File: src/rtl/vmentry_seq.sv
module vmentry_seq #(
  parameter int PTR_W = 16,
  parameter int ERR_W = 8
) (
  input  logic             clk,
  input  logic             rst_n,
  input  logic             cmd_valid,
  output logic             cmd_ready,
  input  logic [2:0]       cmd_op,
  input  logic [PTR_W-1:0] cmd_ptr,
  input  logic             cmd_shadow,
  input  logic             mode_en,
  input  logic [2:0]       feat_ctl,
  input  logic [1:0]       priv,
  input  logic             movss_blk,
  input  logic             shadow_en,
  input  logic             chk1_ok,
  input  logic             chk2_ok,
  input  logic             chk3_ok,
  output logic             rsp_valid,
  output logic [2:0]       rsp_code,
  output logic [ERR_W-1:0] err_num,
  output logic [31:0]      exit_reason,
  output logic             in_vmx,
  output logic             in_guest,
  output logic [PTR_W-1:0] cur_ptr,
  output logic             cur_launched
);
  localparam logic [2:0] OP_EN = 3'd0, OP_LA = 3'd1, OP_RS = 3'd2, OP_CL = 3'd3, OP_LD = 3'd4;
  localparam logic [2:0] RC_OK = 3'd0, RC_UD = 3'd1, RC_GP = 3'd2, RC_FV = 3'd3, RC_EF = 3'd4, RC_GX = 3'd5;
  localparam logic [ERR_W-1:0] E_LAUNCHED = ERR_W'(1), E_CLEAR = ERR_W'(2), E_PH1 = ERR_W'(3),
                               E_SHADOW = ERR_W'(4), E_NOCUR = ERR_W'(5), E_MOVSS = ERR_W'(6),
                               E_ON = ERR_W'(7);
  localparam logic [PTR_W-1:0] NO_PTR = '1;

  logic             vmx_q, guest_q, rsp_q, slot_l_q;
  logic [2:0]       code_q;
  logic [ERR_W-1:0] err_q;
  logic [31:0]      rsn_q;
  logic [PTR_W-1:0] cur_q, slot_q;

  logic             d_vmx, d_guest, d_sl;
  logic [2:0]       d_code;
  logic [ERR_W-1:0] d_err;
  logic [31:0]      d_rsn;
  logic [PTR_W-1:0] d_cur, d_slot;
  logic             accept, launched, feat_ok;
  logic [15:0]      basic;

  assign accept       = cmd_valid && !rsp_q;
  assign launched     = (cur_q != NO_PTR) && (cur_q == slot_q) && slot_l_q;
  assign feat_ok      = (feat_ctl | 3'b010) == 3'b111;
  assign cmd_ready    = !rsp_q;
  assign rsp_valid    = rsp_q;
  assign rsp_code     = code_q;
  assign err_num      = err_q;
  assign exit_reason  = rsn_q;
  assign in_vmx       = vmx_q;
  assign in_guest     = guest_q;
  assign cur_ptr      = cur_q;
  assign cur_launched = launched;

  always_comb begin
    case (cmd_op)
      OP_EN:   basic = 16'd27;
      OP_LA:   basic = 16'd20;
      OP_RS:   basic = 16'd24;
      OP_CL:   basic = 16'd19;
      default: basic = 16'd21;
    endcase
  end

  always_comb begin
    d_code  = RC_OK;
    d_err   = '0;
    d_rsn   = rsn_q;
    d_vmx   = vmx_q;
    d_guest = guest_q;
    d_cur   = cur_q;
    d_slot  = slot_q;
    d_sl    = slot_l_q;
    if (cmd_op > OP_LD) begin
      d_code = RC_UD;
    end else if (guest_q) begin
      d_code  = RC_GX;
      d_guest = 1'b0;
      d_rsn   = {16'h0000, basic};
    end else if (!vmx_q) begin
      if (cmd_op != OP_EN || !mode_en) d_code = RC_UD;
      else if (priv != 2'd0 || !feat_ok) d_code = RC_GP;
      else begin
        d_vmx = 1'b1;
        d_cur = NO_PTR;
      end
    end else if (priv != 2'd0) begin
      d_code = RC_GP;
    end else begin
      case (cmd_op)
        OP_EN: begin
          d_code = RC_FV;
          d_err  = E_ON;
        end
        OP_CL: begin
          d_slot = cmd_ptr;
          d_sl   = 1'b0;
          if (cmd_ptr == cur_q) d_cur = NO_PTR;
        end
        OP_LD: begin
          if (cmd_shadow && !shadow_en) begin
            d_code = RC_FV;
            d_err  = E_SHADOW;
          end else begin
            d_cur = cmd_ptr;
            if (cmd_ptr != slot_q) begin
              d_slot = cmd_ptr;
              d_sl   = 1'b0;
            end
          end
        end
        default: begin
          if (cur_q == NO_PTR) begin
            d_code = RC_FV;
            d_err  = E_NOCUR;
          end else if (movss_blk) begin
            d_code = RC_FV;
            d_err  = E_MOVSS;
          end else if (cmd_op == OP_LA && launched) begin
            d_code = RC_FV;
            d_err  = E_LAUNCHED;
          end else if (cmd_op == OP_RS && !launched) begin
            d_code = RC_FV;
            d_err  = E_CLEAR;
          end else if (!chk1_ok) begin
            d_code = RC_FV;
            d_err  = E_PH1;
          end else if (!chk2_ok) begin
            d_code = RC_EF;
            d_rsn  = 32'h8000_0021;
          end else if (!chk3_ok) begin
            d_code = RC_EF;
            d_rsn  = 32'h8000_0022;
          end else begin
            d_guest = 1'b1;
            d_slot  = cur_q;
            d_sl    = 1'b1;
          end
        end
      endcase
    end
  end

  always_ff @(posedge clk or negedge rst_n) begin
    if (!rst_n) begin
      rsp_q    <= 1'b0;
      code_q   <= RC_OK;
      err_q    <= '0;
      rsn_q    <= '0;
      vmx_q    <= 1'b0;
      guest_q  <= 1'b0;
      cur_q    <= NO_PTR;
      slot_q   <= NO_PTR;
      slot_l_q <= 1'b0;
    end else begin
      rsp_q <= accept;
      if (accept) begin
        code_q   <= d_code;
        err_q    <= d_err;
        rsn_q    <= d_rsn;
        vmx_q    <= d_vmx;
        guest_q  <= d_guest;
        cur_q    <= d_cur;
        slot_q   <= d_slot;
        slot_l_q <= d_sl;
      end
    end
  end
endmodule

File: config.mk
export PLATFORM = sky130hd
export DESIGN_NAME = vmentry_seq
export DESIGN_NICKNAME = d
export VERILOG_FILES = /design/src/rtl/vmentry_seq.sv
export SDC_FILE = /design/constraint.sdc
export NUM_CORES = 1
export LEC_CHECK = 0
export BUFFER_PORTS_ARGS = -buffer_cell sky130_fd_sc_hd__buf_2
export CAP_MARGIN = 20
export CORE_MARGIN = 2
export CORE_UTILIZATION = 50
export DETAILED_ROUTE_END_ITERATION = 10
export GPL_ROUTABILITY_DRIVEN = 0
export PLACE_DENSITY = 0.85
export SYNTH_ARGS = -nofsm -noshare
export SYNTH_HDL_FRONTEND = slang
export SYNTH_SLANG_ARGS = --single-unit
export TNS_END_PERCENT = 5
File: constraint.sdc
create_clock -name clk -period 3.3 [get_ports clk]
set_input_delay 0.33 -clock clk [delete_from_list [all_inputs] [get_ports clk]]
set_output_delay 0.33 -clock clk [all_outputs]
set_load 0.02 [all_outputs]
# After elaboration in Yosys (flattened, before gate mapping)
# Index checks and enable logic that the tools add are counted.
# word_totals
reg_bits	79
in_bits	34
wordCells	149
# op_classes
order_cmp	1
n_eq_ne	29
muxes	79
bitwise	4
n_reduce_logical	27
# ops
op	n
two-way mux 32 bit	11
two-way mux 16 bit	15
two-way mux 3 bit	18
case mux 16 bit (3 select lines)	1
== test 16 bit	2
case mux 16 bit (2 select lines)	1
two-way mux 1 bit	23
!= test 2 bit, second input constant	9
case mux 3 bit (3 select lines)	2
== test 16 bit, second input constant	1
!= test 16 bit	1
!= test 16 bit, second input constant	1
case mux 4 bit (4 select lines)	1
!= test 3 x 1 -> 1 bit, second input constant	5
AND reduction 15 bit	1
two-way mux 2 bit	6
nonzero test 3 bit	4
AND reduction 11 bit	1
AND reduction 9 bit	1
== test 3 x 2 -> 1 bit, second input constant	2
logical AND 1 bit	6
!= test 3 bit, second input constant	2
nonzero test 2 bit	3
zero test 1 bit	5
other kinds (13)	18

# Longest topological paths before layout
# Gate-level depths: netlist (run 1).
# depth
depth_word	14
mapped_depth	9

# Worst setup path before layout (run 1)
# No wires, ideal clock.
# synth_path
path_type	reg-to-reg
start	register cur_q[15] (netlist: cur_ptr[15])
end	register slot_q[10]
setup_ps	82
t_arrival_ps	2373
path_slack_ps	845
stages_incl_launch_ff	7
synth_period_minus_slack_ps	2455
path_cell_list	dfstp_2 -> nand4_1 -> or4_1 -> and4_4 -> a211oi_4 -> buf_12 -> mux2_4
# synth_via
elab_chain_cells	7
word_cells_on_any_way	12
cone_classes	eq/ne (6); reduce/logical (6)
# synth_lines
item	line	rtl
from (decl)	40	logic [PTR_W-1:0] cur_q, slot_q;
from (signal assigned)	171	cur_q <= d_cur;
!= test 16 bit or == test 16 bit (tied branches)	51	assign launched = (cur_q != NO_PTR) && (cur_q == slot_q) && slot_l_q;
logical AND 1 bit (2 in a row)	51	
zero test 1 bit	130	end else if (cmd_op == OP_RS && !launched) begin
logical AND 1 bit	130	
!= test 3 x 1 -> 1 bit (no line)	n/a	
AND reduction 15 bit (no line) (*)	n/a	
to (signal assigned)	172	slot_q <= d_slot;
to (decl)	40	
# Mark *: on every way between the ends. The rest lies on a longest branch, timed or not.
# A chain may end at the register's enable or synchronous reset.

# Final worst setup path (run 1)
# layout_path
start	register cur_q[0] (netlist: cur_ptr[0])
end	register slot_q[1]
# The elaborated chain is that of the path after synthesis.

==> summary.md, run 1 <==
| Metric | Value |
|---|---|
| Status | `complete, no violations` |
| Clock Tree Buf Depth | `2` |
| Synth Area in Adders | `0%` |
| Crit start category | `flip-flop` |
| Worst-margin pin slew | `1.04 ns` |
| Multiplexer share of the synthesized area | `17.3%` |
| Post-Layout Cell Count | `518` |
| Count of hold-fix buffers inserted at cts | `0` |
| Worst Path Required | `around 3.6 ns` |
| Peak supply drop | `around 190 uV` |
| Die Wd | `just under 90 um` |
| Peak Freq | `0.366 GHz` |
| P&R area growth vs syn | `10.8%` |
| Kind of critical path | `flip-flop to flip-flop` |
| Fillers | `582` |
| Wire length of the first global-routing pass | `approximately 13000 um` |
| TNS Setup | `0 ns` |
| Compound-Gate Fraction of Synth Area | `under 10%` |
| Post-route cell area | `0.00390 mm^2` |
| Post-synth EDFFs | `0` |
| Fin crit period | `2.73 ns` |
| CTS root buffer | `clkbuf_8` |
| Max_cap viols | `0` |
| Bufs and invs on worst path | `1` |
| Arr. time, crit path | `2.98 ns` |
| Total grt overflow | `0` |
| Max FO, Critical Path | `16` |
| TritonCTS clock tree | `yes` |
| Levels on crit path | `7` |
| Fin. max-slew vios | `0` |
| Setup crit end kind | `flip-flop` |
| Port Buffers | `66` |
| Drt drc | `0` |
| First-pass iteration count of the detailed router | `4` |
| Core area | `just under 0.007 mm^2` |
| Setup violations, final | `0` |
| PnR worst setup slack | `around 0.57 ns` |
| Yosys warning count | `0` |
| Crit path max-delay cell type | `dfstp_2` |
| Pwr dens | `~300 mW/mm^2` |
| HP Class | `input port to asynchronous set/reset pin` |
| Vias in the first global route | `2633` |
| Distinct cells, synth | `57` |
| Reg clk slew, reported paths | `roughly 0.090 ns` |
| Mapped Area | `0.00352 mm^2` |
| Post-CTS Setup Inserts | `0` |
| IO Pins | `98` |
| Main synth FF type | `dfstp_2` |
| Cell Rows | `30` |
| Post-Synth XOR/XNOR Area | `12.2%` |
| Die Footprint | `0.00773 mm^2` |
| Yosys reg bits | `48` |
| Htree depth | `2` |
| Combinational family with the most area after synthesis | `multiplexers` |
| Vias per Instance | `between 5 and 6` |
| Period Utilization, post-route | `between 80 and 90%` |
| Synth area leaders | `dfstp_2 24%, dfrtp_1 11%, mux2_2 7.7%` |
| DP Wirelength | `6010 um` |
| Antenna violations before repair | `0` |
| Ratio of cells with drive above 1 in the final layout | `between 30% and 40%` |
| Antenna Cells | `0` |
| Relative slew slack | `30.6%` |
| Crit path largest cell delay | `just over 0.6 ns` |
| Number of DRC markers in iteration 0 | `102` |
| Final nets | `roughly 460` |
| TritonCTS buffer count | `5` |
| PostCTS Resize Cnt | `0` |
| Worst hold slack | `0.00799 ns` |
| GRT Overall Usage | `a little over a fifth` |
| Post-Synth Simple-Gate Area | `roughly 16%` |
| Synth top area share | `23.9%` |
| Pin count of the biggest net entering global routing | `49` |
| Vias | `between 2000 and 3000` |
| Cell leakage power | `1.95 nW` |
| DP Area | `0.00378 mm^2` |
| RSZ-0062 raised after global routing | `false` |
| Place WS | `0.616 ns` |
| Worst-case reg-to-reg path depth | `7` |
| Clk_lat worst skew | `approximately 0.31 ns` |
| Crit-path cells | `xor2_1 -> nor4_1 -> and2_1 -> nand3_1 -> a211oi_4 -> buf_4 -> mux2_2` |
| Die height | `between 80 and 90 um` |
| Post-synthesis cell count | `between 300 and 400` |
| Placed insts | `around 510` |
| Syn avg cell area | `9.89 um^2` |
| Initial Util | `about half` |
| Detail Route Antenna Nets | `0` |
| Sequential fraction of the synthesis area | `35.3%` |
| Sink Count | `48` |
| Area leader, netlist | `dfstp_2` |
| Final WL | `slightly above 8000 um` |
| Worst Skew | `roughly 0.0054 ns` |
| Ys async rst share | `100%` |
| Crit-path leading delay family | `simple AND/OR/NAND/NOR gates` |
| Final hold violation count | `0` |
| DR WL/cell | `15.7 um` |
final cells by class:
class,instances,area (um^2),area share [%]
multi-input combinational,272,1980,50.8
sequential,48,1240,31.8
clock inverter,2,10.0,0.257
clock buffer,6,82.6,2.12
timing repair buffer,69,373,9.56
tap,96,120,3.08
inverter,25,93.8,2.41
worst paths after layout:
check	start	endpoint	slack (ns)
setup / recovery	cur_ptr[0]$_DFFE_PN1P_	slot_q[1]$_DFFE_PN1P_	0.57
hold / removal	rst_n	exit_reason[0]$_DFFE_PN0P_	0.008
setup reg to reg	cur_ptr[0]$_DFFE_PN1P_	slot_q[1]$_DFFE_PN1P_	0.57
hold reg to reg	exit_reason[5]$_DFFE_PN0P_	exit_reason[5]$_DFFE_PN0P_	0.52
max in group asynchronous	rst_n	slot_q[9]$_DFFE_PN1P_	2.68
min in group clk	cmd_ptr[4]	cur_ptr[4]$_DFFE_PN1P_	0.31
worst register-to-register path, cell delays in order (launching register included):
cell and delay (ns):
dfstp_2 0.61, xor2_1 0.11, nor4_1 0.43, and2_1 0.28, nand3_1 0.23, a211oi_4 0.29, buf_4 0.33, mux2_2 0.39
metal layers:
metal | wire [um] | GRT usage (%) | up-vias | share of wire [%]
met2 | 3950 | 36.2 | 134 | 48
met4 | 202 | 9.79 | 0 | 2.5
met5 | 0 | 0 | - | 0
met3 | 579 | 3.39 | 17 | 7.1
li1 | - | - | 1308 | -
met1 | 3420 | 28.2 | 1349 | 42
layout by cell type (no fill, tap or decap), drive strengths merged, types with 3 or more instances in the layout:
master  count
buf        69
mux2       34
nor2       32
dfstp      32
conb       30
xnor2      26
inv        25
xor2       23
mux2i      19
dfrtp      16
nand2      14
nand4      13
nand3      11
nor4        9
nor3        7
clkbuf      6
o21ai       6
a21oi       5
nand2b      4
nor3b       3
o31ai       3
o22ai       3
cell usage after synthesis (2+ instances only):
library cell / number
buf_4: 32
dfstp_2: 32
nor2_1: 32
xnor2_1: 26
inv_1: 25
mux2_2: 24
xor2_1: 23
mux2i_1: 19
dfrtp_1: 16
nand2_1: 14
nand4_1: 12
nand3_1: 11
mux2_4: 10
nor4_1: 8
nor3_1: 7
a21oi_1: 5
o21ai_0: 5
nand2b_1: 4
buf_2: 3
buf_6: 3
nor3b_1: 3
o22ai_1: 3
o31ai_1: 3
a32o_1: 2
o21a_1: 2
power by group:
| group | internal (mW) | switching, mW |
|---|---|---|
| registers | 0.599 | 0.00695 |
| logic | 0.0628 | 0.117 |
| clock network | 0.168 | 0.206 |
| total | 0.830 | 0.330 |
flip-flops by register name, summed over array words and instances (netlist names):
name	cells
in_vmx	1
slot_l_q	1
in_guest	1
exit_reason	6
rsp_code	3
err_num	3
slot_q	16
cur_ptr	16
rsp_valid	1
cells by family after synthesis:
group | Yosys count
muxes | 53
buffers and inverters | 65
AOI/OAI and AO/OA | 33
xor gates and xnor gates | 49
other | 1
and+or+nand+nor | 107
DFF | 48
per-stage QoR:
stage / util, % / power, mW
final: 57.4 / 1.16
after global routing: 57.4 / 1.21
after CTS: 57.0 / 1.17
after detailed placement: 55.7 / 0.790
after global placement: 55.7 / 0.786
after floorplan: - / 0.757
(Power assumes the default switching activity.)
==> inputs of run 2 (changes only) <==
Settings changed: ABC_AREA set to 1, CORE_UTILIZATION 50 to 49, PLACE_DENSITY 0.85 to 0.86.
Clock period 3.3 ns to 2.3 ns, I/O delays scaled along.
==> summary.md, run 2 <==
| Metric | Value |
|---|---|
| Status | `complete, no violations` |
| Sequential fraction of the synthesis area | `33.1% (-2.2 points)` |
| Post-synth EDFFs | `0 (unchanged)` |
| Reg2Reg Setup Slack | `0.25 ns (-0.32 ns)` |
| Vias per Instance | `5.09 (-6.1%)` |
| Die Footprint | `0.00837 mm^2 (+8.3%)` |
| Fin. max-slew vios | `0 (unchanged)` |
| Final hold violation count | `0 (unchanged)` |
| Kind of critical path | `flip-flop to output pin` |
| Final WL | `9660 um (+18%)` |
| Post-Layout Cell Count | `748 (+44%)` |
| Vias | `3806 (+36%)` |
| TNS Setup | `0 ns (unchanged)` |
| Max FO, Critical Path | `7 (-9)` |
| DP Wirelength | `7290 um (+21%)` |
| Worst-margin pin slew | `0.601 ns (-0.440 ns)` |
| Main synth FF type | `dfstp_2` |
| Pwr dens | `458 mW/mm^2 (+54%)` |
| Die height | `91.5 um (+4.1%)` |
| Syn avg cell area | `6.48 um^2 (-34%)` |
| Clock Tree Buf Depth | `2 (unchanged)` |
| Antenna Cells | `0 (unchanged)` |
| Pin count of the biggest net entering global routing | `27 (-45%)` |
| Initial Util | `51.2% (-0.64 points)` |
| Relative slew slack | `59.9% (+29 points)` |
| Top cells by count, synth | `221 x nand2_1, 59 x nand3_1, 57 x nor2_1, 54 x inv_1, 36 x buf_4` |
| HP Class | `input port to flip-flop` |
| Antenna violations before repair | `0 (unchanged)` |
| Worst Skew | `0.0161 ns (+0.0108 ns)` |
| Final nets | `682 (+50%)` |
| Clk_lat worst skew | `0.32 ns (about the same)` |
| Setup crit end kind | `output pin` |
| Area leader, netlist | `dfstp_2` |
| Distinct cells, synth | `30 (-47%)` |
| RR Startpoint | `cur_ptr[7]$_DFFE_PN1P_` |
| Cell leakage power | `2.19 nW (+12%)` |
| Synth top area share | `22.4% (-1.5 points)` |
| Peak Freq | `0.476 GHz` |
| P&R area growth vs syn | `12.3%` |
| Synth area leaders | `dfstp_2 22%, nand2_1 22%, dfrtp_1 11%` |
| Max_cap viols | `0 (unchanged)` |
| Worst Setup SP | `cur_ptr[7]$_DFFE_PN1P_` |
| Ys async rst share | `100% (unchanged)` |
| Period Utilization, post-route | `91.3%` |
| Post-synthesis cell count | `579 (+63%)` |
| Drt drc | `0 (unchanged)` |
| DR WL/cell | `12.9 um (-18%)` |
| CTS root buffer | `clkbuf_8` |
| Ratio of cells with drive above 1 in the final layout | `22.0% (-14 points)` |
| Detail Route Antenna Nets | `0 (unchanged)` |
| IO Pins | `98 (unchanged)` |
| Cell Rows | `31 (+3.3%)` |
| Die Wd | `91.5 um (+4.1%)` |
| Worst-case reg-to-reg path depth | `11 (+4)` |
| Placed insts | `739 (+45%)` |
| Vias in the first global route | `3341 (+27%)` |
| TritonCTS clock tree | `yes` |
| Crit path to | `cur_launched` |
| Count leader, synth | `nand2_1` |
| Setup violations, final | `0 (unchanged)` |
| Reg clk slew, reported paths | `0.11 ns (+0.02 ns)` |
| First-pass iteration count of the detailed router | `5 (+1)` |
| Yosys reg bits | `48 (unchanged)` |
| Total Power | `1.93 mW (+67%)` |
| Number of DRC markers in iteration 0 | `333 (+230%)` |
| Leading cell type in the layout, fill and taps excluded | `nand2_1` |
| Htree depth | `2 (unchanged)` |
| Total grt overflow | `0 (unchanged)` |
| Yosys warning count | `0 (unchanged)` |
| Fin crit period | `2.10 ns` |
| TritonCTS buffer count | `5 (unchanged)` |
| Sink Count | `48 (unchanged)` |
| Port Buffers | `66 (unchanged)` |
| Crit start category | `flip-flop` |
| RSZ-0062 raised after global routing | `false` |
| GRT Overall Usage | `23.5% (+1.6 points)` |
| Peak supply drop | `217 uV (+16%)` |
| Worst Path Required | `2.07 ns (-1.48 ns)` |
| Commonest non-fill, non-tap cells in the layout | `219 x nand2_1, 66 x buf_2, 59 x nand3_1` |
| Wire length of the first global-routing pass | `16100 um (+23%)` |
| Critical register-to-register path endpoint | `slot_q[11]$_DFFE_PN1P_` |
| Mapped Area | `0.00375 mm^2 (+6.6%)` |
| Core area | `0.00733 mm^2 (+7.9%)` |
| Arr. time, crit path | `1.87 ns (-1.11 ns)` |
==> run 2: cell types whose count changed in the layout (fill, tap and decap cells not counted), moves of 13 or more <==
cell	previous run	this run
mux2i_1	19	0
mux2_2	24	0
nand3_1	11	59
inv_1	25	54
o21ai_0	5	20
xor2_1	23	10
nor2_1	32	52
nand2_1	14	219
==> run 2: worst max-delay path, cell delays in order (launching register included) <==
cell,delay [ns]
dfstp_2,0.64
nand2_1,0.09
nor2_2,0.14
nand2_1,0.09
nor2_2,0.18
nor2_1,0.08
nand3_1,0.11
inv_1,0.07
buf_2,0.16
==> run 2: layout make-up <==
| cell class | instances | area [um^2] |
|---|---|---|
| clock buffers | 5 | 68.8 |
| inverters | 61 | 229 |
| fillers | 693 | 3120 |
| flip-flops and latches | 48 | 1240 |
| well taps | 99 | 124 |
| multi-input cells | 455 | 2100 |
| clock inverters | 3 | 25.0 |
| repair buffers | 77 | 428 |
==> run 2: worst min path at each step <==
stage	cells after the start	start	end	slack [ns]
2_1_floorplan	0	rst_n	err_num[0]$_DFFE_PN0P_	-0.07
3_3_place_gp	1	rst_n	slot_l_q$_DFFE_PN0P_	0.26
3_5_place_dp	1	rst_n	exit_reason[2]$_DFFE_PN0P_	0.27
4_1_cts	3	chk3_ok	in_guest$_DFFE_PN0P_	0.20
5_1_grt	3	chk2_ok	in_guest$_DFFE_PN0P_	0.21
6_report	3	chk3_ok	in_guest$_DFFE_PN0P_	0.21
==> run 2: timing repair <==
| item | in CTS | in global routing |
|---|---|---|
| endpoints found under the hold margin | 16 | 0 |
| endpoints found under the setup margin | 0 | 22 |
| resized for setup | 0 | 7 |
| setup buffers | 0 | 0 |
| hold buffers | 1 | 0 |
==> run 2: metrics by stage <==
stage | worst slack (ns) | hold WS [ns] | utilization [%] | cell area, um^2
2_1_floorplan | 0.317 | -0.0656 | - | 3860
3_3_place_gp | 0.289 | 0.263 | 55.8 | 4090
3_5_place_dp | 0.209 | 0.271 | 55.8 | 4090
4_1_cts | 0.168 | 0.203 | 57.2 | 4190
5_1_grt | 0.0425 | 0.206 | 57.5 | 4210
6_report | 0.199 | 0.213 | 57.5 | 4210
==> run 2: report_power, final <==
part | total [mW] | switching (mW) | internal, mW
Sequential | 0.934 | 0.0379 | 0.896
Clock | 0.551 | 0.329 | 0.222
Combinational | 0.446 | 0.307 | 0.139
Total | 1.93 | 0.673 | 1.26
==> run 2: kinds of logic (layout without fill, tap and decap cells) <==
| group | after synthesis | after routing | synth area share (%) |
|---|---|---|---|
| simple gates | 364 | 364 | 41.2 |
| buf+inv | 105 | 146 | 14.4 |
| flops | 48 | 48 | 33.1 |
| compound gates | 34 | 34 | 4.90 |
| xor+xnor | 27 | 27 | 6.30 |
| other cells | 1 | 30 | 0.100 |
==> run 2: metal layers <==
metal,up-vias,global-route usage [%],wire length (um)
met5,-,0,0
met4,0,6.94,161
met3,19,3.15,656
met2,167,37.5,4490
met1,1754,33.1,4350
li1,1866,-,-
==> inputs of run 3 (changes only) <==
Settings changed: REMOVE_ABC_BUFFERS set to 1.
==> summary.md, run 3 (same netlist as run 2, synthesis figures left out) <==
| Metric | Value |
|---|---|
| Die Footprint | `0.00837 mm^2 (unchanged)` |
| Relative slew slack | `42.8% (-17 points)` |
| Crit path largest cell delay | `0.61 ns (-0.03 ns)` |
| Crit start category | `flip-flop` |
| First-pass iteration count of the detailed router | `5 (unchanged)` |
| Pwr dens | `459 mW/mm^2 (+0.15%)` |
| Worst Path Required | `2.55 ns (+0.48 ns)` |
| HP Class | `input port to asynchronous set/reset pin` |
| Reg2Reg Setup Slack | `0.14 ns (-0.11 ns)` |
| Total grt overflow | `0 (unchanged)` |
| Peak Freq | `0.463 GHz (-2.8%)` |
| IO Pins | `98 (unchanged)` |
| Peak supply drop | `340 uV (+57%)` |
| Leading cell type in the layout, fill and taps excluded | `nand2_1` |
| PostCTS Resize Cnt | `0 (unchanged)` |
| Fin. max-slew vios | `0 (unchanged)` |
| Port Buffers | `66 (unchanged)` |
| Final WL | `9940 um (+2.9%)` |
| Die Wd | `91.5 um (unchanged)` |
| Kind of critical path | `flip-flop to flip-flop` |
| Sw power | `642 uW (-4.7%)` |
| Gate power share | `23.0% (about the same)` |
| DP Wirelength | `7280 um (-0.23%)` |
| RSZ-0062 raised after global routing | `false` |
| Worst-case reg-to-reg path depth | `11 (unchanged)` |
| Max FO, Critical Path | `10 (+3)` |
| Vias in the first global route | `3514 (+5.2%)` |
| Bufs and invs on worst path | `1 (-1)` |
| Count of hold-fix buffers inserted at cts | `0 (-1)` |
| Detail Route Antenna Nets | `0 (unchanged)` |
| Layout Utilization | `57.0% (-0.43 points)` |
| Setup violations, final | `0 (unchanged)` |
| Ratio of cells with drive above 1 in the final layout | `21.1% (-0.89 points)` |
| Sink Count | `48 (unchanged)` |
| Number of DRC markers in iteration 0 | `350 (+5.1%)` |
| Crit-path leading delay family | `simple AND/OR/NAND/NOR gates` |
| Antenna violations before repair | `0 (unchanged)` |
| Critical register-to-register path endpoint | `slot_q[4]$_DFFE_PN1P_` |
| Final nets | `681 (-0.15%)` |
| Cell leakage power | `2.18 nW (-0.48%)` |
| Cell Rows | `31 (unchanged)` |
| Fin crit period | `2.16 ns (+0.0611 ns)` |
| Max_cap viols | `0 (unchanged)` |
| Period Utilization, post-route | `94.0% (+2.7 points)` |
| TritonCTS clock tree | `yes` |
| Die height | `91.5 um (unchanged)` |
| TNS Setup | `0 ns (unchanged)` |
| P&R area growth vs syn | `11.4%` |
| Final hold violation count | `0 (unchanged)` |
| Post-CTS Setup Inserts | `0 (unchanged)` |
| Wire length of the first global-routing pass | `16400 um (+1.8%)` |
| Fillers | `686 (-1.0%)` |
| GRT Overall Usage | `24.2% (+0.73 points)` |
| Htree depth | `2 (unchanged)` |
| Status | `complete, no violations` |
| Vias per Instance | `5.16 (+1.4%)` |
| Commonest non-fill, non-tap cells in the layout | `218 x nand2_1, 66 x buf_2, 59 x nand3_1` |
| Worst-margin pin slew | `0.859 ns (+0.258 ns)` |
| CTS root buffer | `clkbuf_8` |
| Clk_lat worst skew | `0.31 ns (about the same)` |
| Worst hold slack | `0.0168 ns (-0.196 ns)` |
| Crit-path cells | `nand2_1 -> nor2_1 -> nand2_1 -> nor2_1 -> nor2_1 -> nand4_1 -> nand2_2 -> nor2_8 -> buf_4 -> nand3_1 -> nand2_1` |
| DR WL/cell | `13.3 um (+3.1%)` |
| P_int | `1.28 mW (+1.6%)` |
| Arr. time, crit path | `2.41 ns (+0.54 ns)` |
| Core area | `0.00733 mm^2 (unchanged)` |
| Vias | `3854 (+1.3%)` |
| Reg clk slew, reported paths | `0.10 ns (about the same)` |
| Clock Tree Buf Depth | `2 (unchanged)` |
| Pin count of the biggest net entering global routing | `38 (+41%)` |
| Setup crit end kind | `flip-flop` |
| Clk pwr share | `28.4% (about the same)` |
| Worst Skew | `0.0122 ns (-0.00389 ns)` |
| Switching Share | `33.4% (-1.5 points)` |
| Crit path max-delay cell type | `dfstp_2` |
| Antenna Cells | `0 (unchanged)` |
| RR Startpoint | `cur_ptr[3]$_DFFE_PN1P_` |
| Drt drc | `0 (unchanged)` |
| Sequential Power Share | `48.7% (+0.3 points)` |
| Initial Util | `51.2% (unchanged)` |
| TritonCTS buffer count | `5 (unchanged)` |
-- run 3: cell count changes in the layout (fill, tap and decap cells not counted), moves of 2 or more --
cell,change
inv_6,-2
clkbuf_1,+2
nor2_2,-5
nor2_1,+5
-- run 3: power by group through the flow --
| stage | combinational, mW | sequential [mW] | clock [mW] |
|---|---|---|---|
| 4_1_cts | 0.438 | 0.934 | 0.548 |
| 2_1_floorplan | 0.219 | 1.00 | 0 |
| 5_1_grt | 0.488 | 0.941 | 0.580 |
| 3_5_place_dp | 0.436 | 0.948 | 0 |
| 3_3_place_gp | 0.426 | 0.945 | 0 |
| 6_report | 0.441 | 0.934 | 0.545 |
-- run 3: worst max-delay path by stage --
stage | start | to | cells after the start
CTS | cur_ptr[3]$_DFFE_PN1P_ | exit_reason[4]$_DFFE_PN0P_ | 13
floorplan | in_vmx$_DFFE_PN0P_ | cur_ptr[0]$_DFFE_PN1P_ | 7
global route | cur_ptr[13]$_DFFE_PN1P_ | cur_launched | 8
finish | cur_ptr[3]$_DFFE_PN1P_ | slot_q[4]$_DFFE_PN1P_ | 11
detailed placement | cmd_op[1] | cur_ptr[14]$_DFFE_PN1P_ | 13
global placement | cur_ptr[3]$_DFFE_PN1P_ | exit_reason[1]$_DFFE_PN0P_ | 13
-- run 3: final cells by class --
class	instances	area, um^2	area share (%)
tap	99	124	2.96
multi-input combinational	455	2090	50.0
sequential	48	1240	29.7
inverter	61	229	5.48
timing repair buffer	76	405	9.70
clock buffer	8	90.1	2.16
-- run 3: layer usage --
metal | wire [um] | GRT usage (%)
met5 | 0 | 0
met4 | 210 | 8.59
met3 | 849 | 4.23
met2 | 4760 | 40.4
met1 | 4120 | 31.4
-- run 3: per-stage QoR --
step / total power, mW / instances / setup WS, ns / instance area (um^2)
floorplan: 1.22 / 564 / 0.121 / 3550
global placement: 1.37 / 739 / 0.235 / 4080
detailed placement: 1.38 / 739 / 0.171 / 4080
CTS: 1.92 / 747 / 0.188 / 4170
global route: 2.01 / 747 / 0.00352 / 4180
finish: 1.92 / 747 / 0.138 / 4180
